`src/rtl/lane_slice_pkg.sv`:
```
package lane_slice_pkg;

  localparam int NUM_SLOTS = 8;

  typedef enum logic [1:0] {
    EW_64 = 2'b00,
    EW_32 = 2'b01,
    EW_16 = 2'b10,
    EW_8  = 2'b11
  } ew_e;

  // log2 of the slot spacing between consecutive real elements
  function automatic int unsigned stride_log2(input ew_e ew);
    case (ew)
      EW_8:    return 0;
      EW_16:   return 1;
      EW_32:   return 2;
      default: return 3;
    endcase
  endfunction

endpackage

```
`src/rtl/lane_slice_mask.sv`:
```
module lane_slice_mask
  import lane_slice_pkg::*;
(
  input  ew_e                  ew,
  output logic [NUM_SLOTS-1:0] vld
);

  // A slot is live when its index is a multiple of the lane size in bytes
  always_comb begin
    int unsigned sl;
    sl = stride_log2(ew);
    for (int k = 0; k < NUM_SLOTS; k++) begin
      vld[k] = ((k & ((1 << sl) - 1)) == 0);
    end
  end

endmodule

```
`src/rtl/lane_slice_field.sv`:
```
module lane_slice_field #(
  parameter int UNIT_W = 8,
  parameter int LO     = 3,
  parameter int HI     = 6,
  localparam int W     = HI - LO
) (
  input  logic [UNIT_W-1:0] unit_in,
  input  logic              en,
  output logic [W-1:0]      field
);

  // Padding slots are forced to zero
  always_comb begin
    field = en ? unit_in[HI-1:LO] : '0;
  end

endmodule

```
`src/rtl/lane_slice.sv`:
```
module lane_slice
  import lane_slice_pkg::*;
#(
  parameter int DATA_W   = 64,
  parameter int SLICE_LO = 3,
  parameter int SLICE_HI = 6,
  parameter bit REG_OUT  = 1'b1,
  localparam int W       = SLICE_HI - SLICE_LO,
  localparam int OUT_W   = NUM_SLOTS * W
) (
  input  logic                 clk,
  input  logic                 rst,
  input  logic [1:0]           ew_sel,
  input  logic [DATA_W-1:0]    din,
  output logic [OUT_W-1:0]     dout,
  output logic [NUM_SLOTS-1:0] slot_vld
);

  localparam int UNIT_W = DATA_W / NUM_SLOTS;

  // Elaboration checks on the slice bounds
  generate
    if (SLICE_HI <= SLICE_LO) begin : g_bad_order
      $error("lane_slice: SLICE_HI must exceed SLICE_LO");
    end
    if (SLICE_HI > UNIT_W || SLICE_HI > 8) begin : g_bad_fit
      $error("lane_slice: slice exceeds the narrowest lane");
    end
    if (DATA_W != 64) begin : g_bad_width
      $error("lane_slice: DATA_W must be 64");
    end
  endgenerate

  ew_e                  ew;
  logic [NUM_SLOTS-1:0] vld_c;
  logic [OUT_W-1:0]     dat_c;

  assign ew = ew_e'(ew_sel);

  lane_slice_mask u_mask (
    .ew  (ew),
    .vld (vld_c)
  );

  // Each lane starts at the byte whose slot receives its result, so slot k
  // always draws from input unit k.
  generate
    for (genvar k = 0; k < NUM_SLOTS; k++) begin : g_slot
      lane_slice_field #(
        .UNIT_W (UNIT_W),
        .LO     (SLICE_LO),
        .HI     (SLICE_HI)
      ) u_field (
        .unit_in (din[k*UNIT_W +: UNIT_W]),
        .en      (vld_c[k]),
        .field   (dat_c[k*W +: W])
      );
    end
  endgenerate

  generate
    if (REG_OUT) begin : g_reg
      logic primed;

      always_ff @(posedge clk) begin
        if (rst) begin
          dout     <= '0;
          slot_vld <= '0;
          primed   <= 1'b0;
        end else begin
          dout     <= dat_c;
          slot_vld <= vld_c;
          primed   <= 1'b1;
        end
      end

      for (genvar k = 0; k < NUM_SLOTS; k++) begin : g_chk
        AST_PAD_ZERO: assert property (@(posedge clk) disable iff (rst)
          !slot_vld[k] |-> (dout[k*W +: W] == '0));
      end

      AST_MASK_COUNT: assert property (@(posedge clk) disable iff (rst)
        primed |-> ($countones(slot_vld) == (8 >> stride_log2(ew_e'($past(ew_sel))))));
      AST_SLOT0_LIVE: assert property (@(posedge clk) disable iff (rst)
        primed |-> slot_vld[0]);
      AST_DENSE_BYTES: assert property (@(posedge clk) disable iff (rst)
        (primed && $past(ew_sel) == 2'b11) |-> (slot_vld == 8'hFF));
      AST_RESET_CLEAR: assert property (@(posedge clk)
        $past(rst) |-> (dout == '0 && slot_vld == '0));
    end else begin : g_comb
      assign dout     = dat_c;
      assign slot_vld = vld_c;

      for (genvar k = 0; k < NUM_SLOTS; k++) begin : g_chk
        AST_PAD_ZERO: assert property (@(posedge clk) disable iff (rst)
          !slot_vld[k] |-> (dout[k*W +: W] == '0));
      end

      AST_MASK_COUNT: assert property (@(posedge clk) disable iff (rst)
        $countones(slot_vld) == (8 >> stride_log2(ew)));
      AST_SLOT0_LIVE: assert property (@(posedge clk) disable iff (rst)
        slot_vld[0]);
    end
  endgenerate

endmodule

```
`config.mk`:
```
export PLATFORM = sky130hd
export DESIGN_NAME = lane_slice
export DESIGN_NICKNAME = d
export VERILOG_FILES = /design/src/rtl/lane_slice_pkg.sv /design/src/rtl/lane_slice_mask.sv /design/src/rtl/lane_slice_field.sv /design/src/rtl/lane_slice.sv
export SDC_FILE = /design/constraint.sdc
export NUM_CORES = 1
export LEC_CHECK = 0
export ABC_AREA = 1
export BUFFER_PORTS_ARGS = -buffer_cell sky130_fd_sc_hd__buf_2
export CAP_MARGIN = 40
export CELL_PAD_IN_SITES_DETAIL_PLACEMENT = 0
export CELL_PAD_IN_SITES_GLOBAL_PLACEMENT = 2
export CORE_ASPECT_RATIO = 1.75
export CORE_MARGIN = 4
export CORE_UTILIZATION = 16
export DETAILED_ROUTE_END_ITERATION = 7
export PLACE_DENSITY = 0.82
export SLEW_MARGIN = 10
export SYNTH_ARGS = -nofsm -noshare
export SYNTH_HDL_FRONTEND = slang
export SYNTH_HIERARCHICAL = 1
export SYNTH_SLANG_ARGS = --single-unit
```
`constraint.sdc`:
```
create_clock -name clk -period 0.8 [get_ports clk]
set_input_delay 0.08 -clock clk [delete_from_list [all_inputs] [get_ports clk]]
set_output_delay 0.08 -clock clk [all_outputs]
set_load 0.01 [all_outputs]
```
==> parameters.txt, run 1 <==
Parameter                              Value

Run status
  Run status    complete, no violations

Synthesis
  Synthesized area    0.00116 sq mm
  Mean area per synthesized cell    7.29 sq um
  Net count of the mapped netlist    227
  Flip-flop and latch count after synthesis    32
  Post-Synthesis Cells    159
  Register area share after synthesis    0.553
  Unique masters post-synth    8
  YS warnings    6

Finish
  Net count reported at finish    287
  Number of antenna cells inserted    0
  Commonest non-fill, non-tap cells in the layout    sky130_fd_sc_hd__inv_1 (59), sky130_fd_sc_hd__buf_2 (54), sky130_fd_sc_hd__nor2_1 (32), sky130_fd_sc_hd__dfxtp_1 (27), sky130_fd_sc_hd__nand2_1 (26)
  Fraction of final layout cells with drive strength greater than 1    0.333
  Leading cell type in the layout, fill and taps excluded    sky130_fd_sc_hd__inv_1
  Area growth syn-to-layout    47.0%

Die
  I/O pin total    100
  Core Box Area    ~0.007 sq mm
  Total die area    0.00872 sq mm
  Starting density of the core    0.167
  Placement Rows    40
  Horizontal die dimension    72.3 microns
  Die Height    roughly 120 microns

Timing
  Post-layout minimum cycle time    around 0.78 ns
  Total Neg Setup Slack    0 ns
  Final Hold Violating Endpoints    0
  Maximum clock frequency    1.29 GHz
  Final count of pins violating max slew    0
  Final clock period utilization by the worst path    0.972
  RSZ-0062 raised after global routing    yes
  Hold WS    0.0871 ns
  # setup viols final    0

Global route
  Wire length of the first global-routing pass    about 4.2 mm
  Antenna violations before repair    0
  Vias in the first global route    889
  Global router's overall resource usage    0.0651
  Global route overflow    0
  Pin count of the biggest net entering global routing    33

Setup path
  Crit path capture type    primary output
  Slowest stage cell, crit path    sky130_fd_sc_hd__dfxtp_2
  Count of buffering cells on the critical path with inverters included    1
  Critical-path maximum fanout    1
  Arrival @ worst endpoint    0.70 ns
  CP Cell Sequence    buf_6
  Largest delay share family, worst path    flip-flops
  Critical path class    reg2out
  Required arrival time at the worst endpoint    between 0.7 and 0.8 ns
  Critical Path Start Type    flip-flop
  Largest stage delay, worst path    0.32 ns

Min path
  Path category of the worst min-delay check    in2reg

Drt
  Initial detailed-routing violation count    12
  Number of vias after detailed routing    roughly 970
  DRT Wirelength    2.67 mm
  Vias per inst    3.20
  Final routed wire length divided by cell count    8.80 microns
  TritonRoute pass-1 iters    3
  Count of antenna-violating nets left after detailed routing    0
  Number of remaining DRC errors    0

Run
  Max capacitance violation total    0

Pwr
  Max rail drop VDD    between 0.0007 and 0.0008 V
  Pwr dens    ~2200 mW/mm^2
  Final total power    3.78 mW
  Leak Pwr    1.06 nW

Clock network
  Number of buffers on the longest clock path    2
  Clock buffer count from CTS    5
  Clock tree from TritonCTS    yes
  Clock tree root buffer cell    sky130_fd_sc_hd__clkbuf_16
  Clk sinks    32
  Clk slew on worst S/H paths    0.05 ns
  CTS Hold Buffers Added    0
  Depth of the CTS H-tree    2

Placed design
  Detailed placement HPWL    1.94 mm
  Placer congestion estimate    0.662
  Number of port buffers    59
==> area by class of cell <==
cell class / count / area (sq um)
multi-input cells: 59 / 221
clock inverters: 1 / 5.00
inverters: 59 / 221
clock buffers: 6 / 129
fillers: 772 / 5250
flip-flops and latches: 32 / 647
well taps: 84 / 105
repair buffers: 62 / 374
==> sequential cells by signal, indices dropped and copies added, names as in the netlist <==
name,cells
slot_vld,8
dout,24
==> worst paths after layout <==
| kind | slack, ns | start | end | cells past startpoint |
|---|---|---|---|---|
| worst min-delay path | 0.09 | din[4] | dout[1] | 5 |
| worst max-delay path | 0.02 | dout[10] | dout[10] | 1 |
==> routing by layer <==
metal,global-route usage,vias to the layer above,share of wire
li1,-,526,-
met1,0.0603,403,0.34
met2,0.115,36,0.55
met3,0.0241,6,0.090
met4,0.0424,0,0.028
met5,0,-,0
==> synth_stat cells, drive strengths merged <==
master  instances  share of area
nand2          26          0.084
conb            1         0.0032
buf             8          0.062
dfxtp          32           0.55
inv            59           0.19
nor2           32           0.10
clkbuf          1         0.0032
==> cell families (layout without fill, tap and decap cells) <==
kind of cell | after synthesis | count (layout) | share of synthesized area
buf+inv | 68 | 128 | 0.256
simple gates | 58 | 58 | 0.188
flops | 32 | 32 | 0.553
other cells | 1 | 1 | 0.00324
==> repair_timing <==
action / in CTS / in global routing
gates cloned: 0 / 0
setup buffers: 0 / 0
gates resized for setup: 3 / 7
pin swaps: 0 / 0
endpoints found under the setup margin: 2 / 15
==> where the power goes <==
group	total (mW)	internal, mW	switching (mW)
logic	0.347	0.164	0.183
clock network	1.76	1.13	0.635
registers	1.67	1.66	0.0141
total	3.78	2.95	0.832
==> per-stage QoR <==
step | setup WS, ns | util | cell area [sq um] | cells
after global routing | -0.00934 | 0.245 | 1700 | 303
after floorplan | 0.196 | - | 1160 | 159
after global placement | 0.0230 | 0.220 | 1530 | 296
after CTS | 0.00108 | 0.241 | 1670 | 303
after detailed placement | 0.0289 | 0.220 | 1530 | 296
final | 0.0223 | 0.245 | 1700 | 303
Power figures use the tool's default switching activity.
==> run 2: changes to the inputs <==
- CORE_UTILIZATION: 16 -> 14
- PLACE_DENSITY: 0.82 -> 0.8
- SYNTH_HIERARCHICAL: 1 -> not set
==> run 2 against run 1 <==
- worst hold slack got worse by 0.080 ns
- the run now ends with setup timing left
- non-clock buffer count increased by 5
- largest cell class unchanged
- via count decreased by 24%
- clock-buffer cell count increased by 1
- maximum frequency decreased by 4.4%
- die area decreased by 12%
- power decreased by 11%
- critical path type unchanged
- synthesized cell count decreased by 43%
- first-iteration DRC count unchanged
- cell count decreased by 21%
==> parameters.txt, run 2 <==
Parameter                              Value

Die
  Core Box Area    0.00618 sq mm (was 0.00696 sq mm)
  Starting density of the core    0.143 (was 0.167)
  Total die area    0.00769 sq mm (was 0.00872 sq mm)
  Placement Rows    38 (was 40)
  Die Height    113 microns (was 121 microns)
  I/O pin total    100 (unchanged)
  Horizontal die dimension    68.0 microns (was 72.3 microns)

Timing
  RSZ-0062 raised after global routing    yes (unchanged)
  Final Hold Violating Endpoints    0 (unchanged)
  Post-layout minimum cycle time    0.813 ns (was 0.778 ns)
  Fin worst setup slack    -0.0132 ns (was 0.0223 ns)
  Worst Max-Slew Pin Slew    0.280 ns
  Final clock period utilization by the worst path    1.02 (was 0.972)
  # setup viols final    3 (was 0)
  Maximum clock frequency    1.23 GHz (was 1.29 GHz)
  Max-slew headroom    0.813
  Final count of pins violating max slew    0 (unchanged)

Synthesis
  Synthesized area    883 sq um (was 0.00116 sq mm)
  Prevailing post-synth register cell    sky130_fd_sc_hd__dfxtp_1 (unchanged)
  Register area share after synthesis    0.657 (was 0.553)
  Net count of the mapped netlist    158 (was 227)
  Most numerous cell in the Yosys netlist    sky130_fd_sc_hd__dfxtp_1 (was sky130_fd_sc_hd__inv_1)
  Number of enable-type register cells in the synthesized netlist    0 (unchanged)
  Post-Synthesis Cells    90 (was 159)
  Unique masters post-synth    11 (was 8)
  YS warnings    0 (was 6)
  Largest area contributor in the synthesized netlist    sky130_fd_sc_hd__dfxtp_1 (unchanged)
  Mean area per synthesized cell    9.81 sq um (was 7.29 sq um)
  Synth cell count leaders    sky130_fd_sc_hd__dfxtp_1 (29), sky130_fd_sc_hd__inv_1 (27), sky130_fd_sc_hd__nor2_1 (15), sky130_fd_sc_hd__nor2_2 (7) (was sky130_fd_sc_hd__inv_1 (59), sky130_fd_sc_hd__dfxtp_1 (32), sky130_fd_sc_hd__nor2_1 (32), sky130_fd_sc_hd__nand2_1 (26), sky130_fd_sc_hd__buf_4 (5))
  Flip-flop and latch count after synthesis    29 (was 32)
  Share of the synthesized area in the top cell type    0.657 (was 0.553)
  Share of synthesized registers carrying an async set or reset    0 (unchanged)
  Dominant cells by area after synthesis    sky130_fd_sc_hd__dfxtp_1 (66%), sky130_fd_sc_hd__inv_1 (11%), sky130_fd_sc_hd__nor2_1 (6.4%) (was sky130_fd_sc_hd__dfxtp_1 (55%), sky130_fd_sc_hd__inv_1 (19%), sky130_fd_sc_hd__nor2_1 (10%))

Setup path
  Required arrival time at the worst endpoint    0.72 ns (about the same)
  Critical Path Start Type    flip-flop (unchanged)
  Count of buffering cells on the critical path with inverters included    1 (unchanged)
  CP Cell Sequence    buf_2 (was buf_6)
  Critical-path maximum fanout    3 (was 1)
  Crit path capture type    primary output (unchanged)
  Largest delay share family, worst path    flip-flops (unchanged)
  Largest stage delay, worst path    0.33 ns (was 0.32 ns)
  Slowest stage cell, crit path    sky130_fd_sc_hd__dfxtp_2 (unchanged)
  Critical path class    reg2out (unchanged)
  Arrival @ worst endpoint    0.73 ns (was 0.70 ns)

Placed design
  Number of port buffers    59 (unchanged)
  Placer congestion estimate    0.638 (was 0.662)
  Cell area after placement    0.00124 sq mm (was 0.00153 sq mm)
  Detailed placement HPWL    1.67 mm (was 1.94 mm)
  Cell count after placement    225 (was 296)

Clock network
  Clock tree root buffer cell    sky130_fd_sc_hd__clkbuf_8 (was sky130_fd_sc_hd__clkbuf_16)
  Clk sinks    29 (was 32)
  Depth of the CTS H-tree    2 (unchanged)
  Clock buffer count from CTS    5 (unchanged)
  Number of buffers on the longest clock path    2 (unchanged)
  Clock tree from TritonCTS    yes (unchanged)
  Clk slew on worst S/H paths    0.07 ns (was 0.05 ns)

Finish
  Largest regs    dout (24), slot_vld (5) (was dout (24), slot_vld (8))
  Final cell area excluding filler cells    0.00148 sq mm (was 0.00170 sq mm)
  Fraction of final layout cells with drive strength greater than 1    0.525 (was 0.333)
  Commonest non-fill, non-tap cells in the layout    sky130_fd_sc_hd__buf_2 (52), sky130_fd_sc_hd__inv_1 (27), sky130_fd_sc_hd__dfxtp_1 (22), sky130_fd_sc_hd__nor2_1 (15) (was sky130_fd_sc_hd__inv_1 (59), sky130_fd_sc_hd__buf_2 (54), sky130_fd_sc_hd__nor2_1 (32), sky130_fd_sc_hd__dfxtp_1 (27), sky130_fd_sc_hd__nand2_1 (26))
  Number of antenna cells inserted    0 (unchanged)
  Non-filler cells in the finished layout    240 (was 303)
  Largest register FFs    24 (unchanged)
  Top reg by flops    dout (unchanged)
  Net count reported at finish    227 (was 287)
  Area growth syn-to-layout    67.6% (was 47.0%)
  Leading cell type in the layout, fill and taps excluded    sky130_fd_sc_hd__buf_2 (was sky130_fd_sc_hd__inv_1)

Run
  Max capacitance violation total    0 (unchanged)

Global route
  Wire length of the first global-routing pass    3.18 mm (was 4.17 mm)
  Vias in the first global route    710 (was 889)
  Pin count of the biggest net entering global routing    15 (was 33)
  Antenna violations before repair    0 (unchanged)
  Global route overflow    0 (unchanged)
  Global router's overall resource usage    0.0605 (was 0.0651)

Drt
  TritonRoute pass-1 iters    2 (was 3)
  Number of vias after detailed routing    736 (was 971)
  DRT Wirelength    2.18 mm (was 2.67 mm)
  Count of antenna-violating nets left after detailed routing    0 (unchanged)
  Number of remaining DRC errors    0 (unchanged)
  Vias per inst    3.07 (was 3.20)
  Initial detailed-routing violation count    12 (unchanged)
  Final routed wire length divided by cell count    9.07 microns (was 8.80 microns)

Run status
  Run status    complete, but fails checks (was complete, no violations)
  Failing checks    setup timing

Pwr
  Pwr dens    2270 mW/mm^2 (was 2220 mW/mm^2)
  Leak Pwr    0.825 nW (was 1.06 nW)
  Max rail drop VDD    0.000709 V (was 0.000775 V)
  Final total power    3.37 mW (was 3.78 mW)

Min path
  Path category of the worst min-delay check    in2reg (unchanged)
## run 2: changes by cell type in the layout (fill, tap and decap cells not counted), sizes merged, moves of 2 or more
cell / change
inv: -31
nand2: -25
nor2: -9
dlygate4sd3: +7
dfxtp: -3
nor3: +3
buf: -2
## run 2: layout make-up
| type | count | area, sq um |
|---|---|---|
| multi-input combinational | 28 | 148 |
| fill | 695 | 4700 |
| inverter | 28 | 110 |
| tap | 80 | 100 |
| sequential | 29 | 589 |
| timing repair buffer | 67 | 417 |
| clock inverter | 1 | 30.0 |
| clock buffer | 7 | 86.3 |
## run 2: worst paths after layout
kind | from | end | slack (ns) | cells past startpoint
max | slot_vld[7] | slot_vld[7] | -0.01 | 1
min | din[4] | dout[1] | 0.007 | 3
## run 2: cell families (layout without fill, tap and decap cells)
logic type | Yosys count | in the layout | synth area share
AND/OR/NAND/NOR | 28 | 28 | 0.167
flip-flops | 29 | 29 | 0.657
buffers and inverters | 33 | 103 | 0.176
## run 2: metal layers
metal	share of wire	vias up	global-route usage	wire length, microns
met2	0.53	33	0.0992	1160
met5	0	-	0	0
met1	0.34	317	0.0529	743
met4	0.037	0	0.0518	81
met3	0.088	5	0.0278	192
li1	-	381	-	-
## run 2: what timing repair did
| action | in CTS | in global routing |
|---|---|---|
| hold endpoints to repair | 7 | 0 |
| hold buffers | 7 | 0 |
| resized for setup | 2 | 12 |
| buffers inserted | 0 | 0 |
| setup endpoints to repair | 21 | 30 |
## run 2: per-stage QoR
stage / utilization / hold slack (ns) / setup WS [ns] / TNS (ns)
after floorplan: - / 0.187 / 0.205 / 0
after global placement: 0.201 / 0.282 / 0.0618 / 0
after detailed placement: 0.201 / 0.291 / 0.0615 / 0
after CTS: 0.232 / 0.00310 / -0.0451 / -0.288
after global routing: 0.239 / 0.0103 / -0.0478 / -0.661
final: 0.239 / 0.00724 / -0.0132 / -0.0323
## run 2: where the power goes
part           switching (mW)  internal, mW
Clock                   0.529          1.01
Combinational           0.144         0.158
Sequential             0.0164          1.50
Total                   0.689          2.68
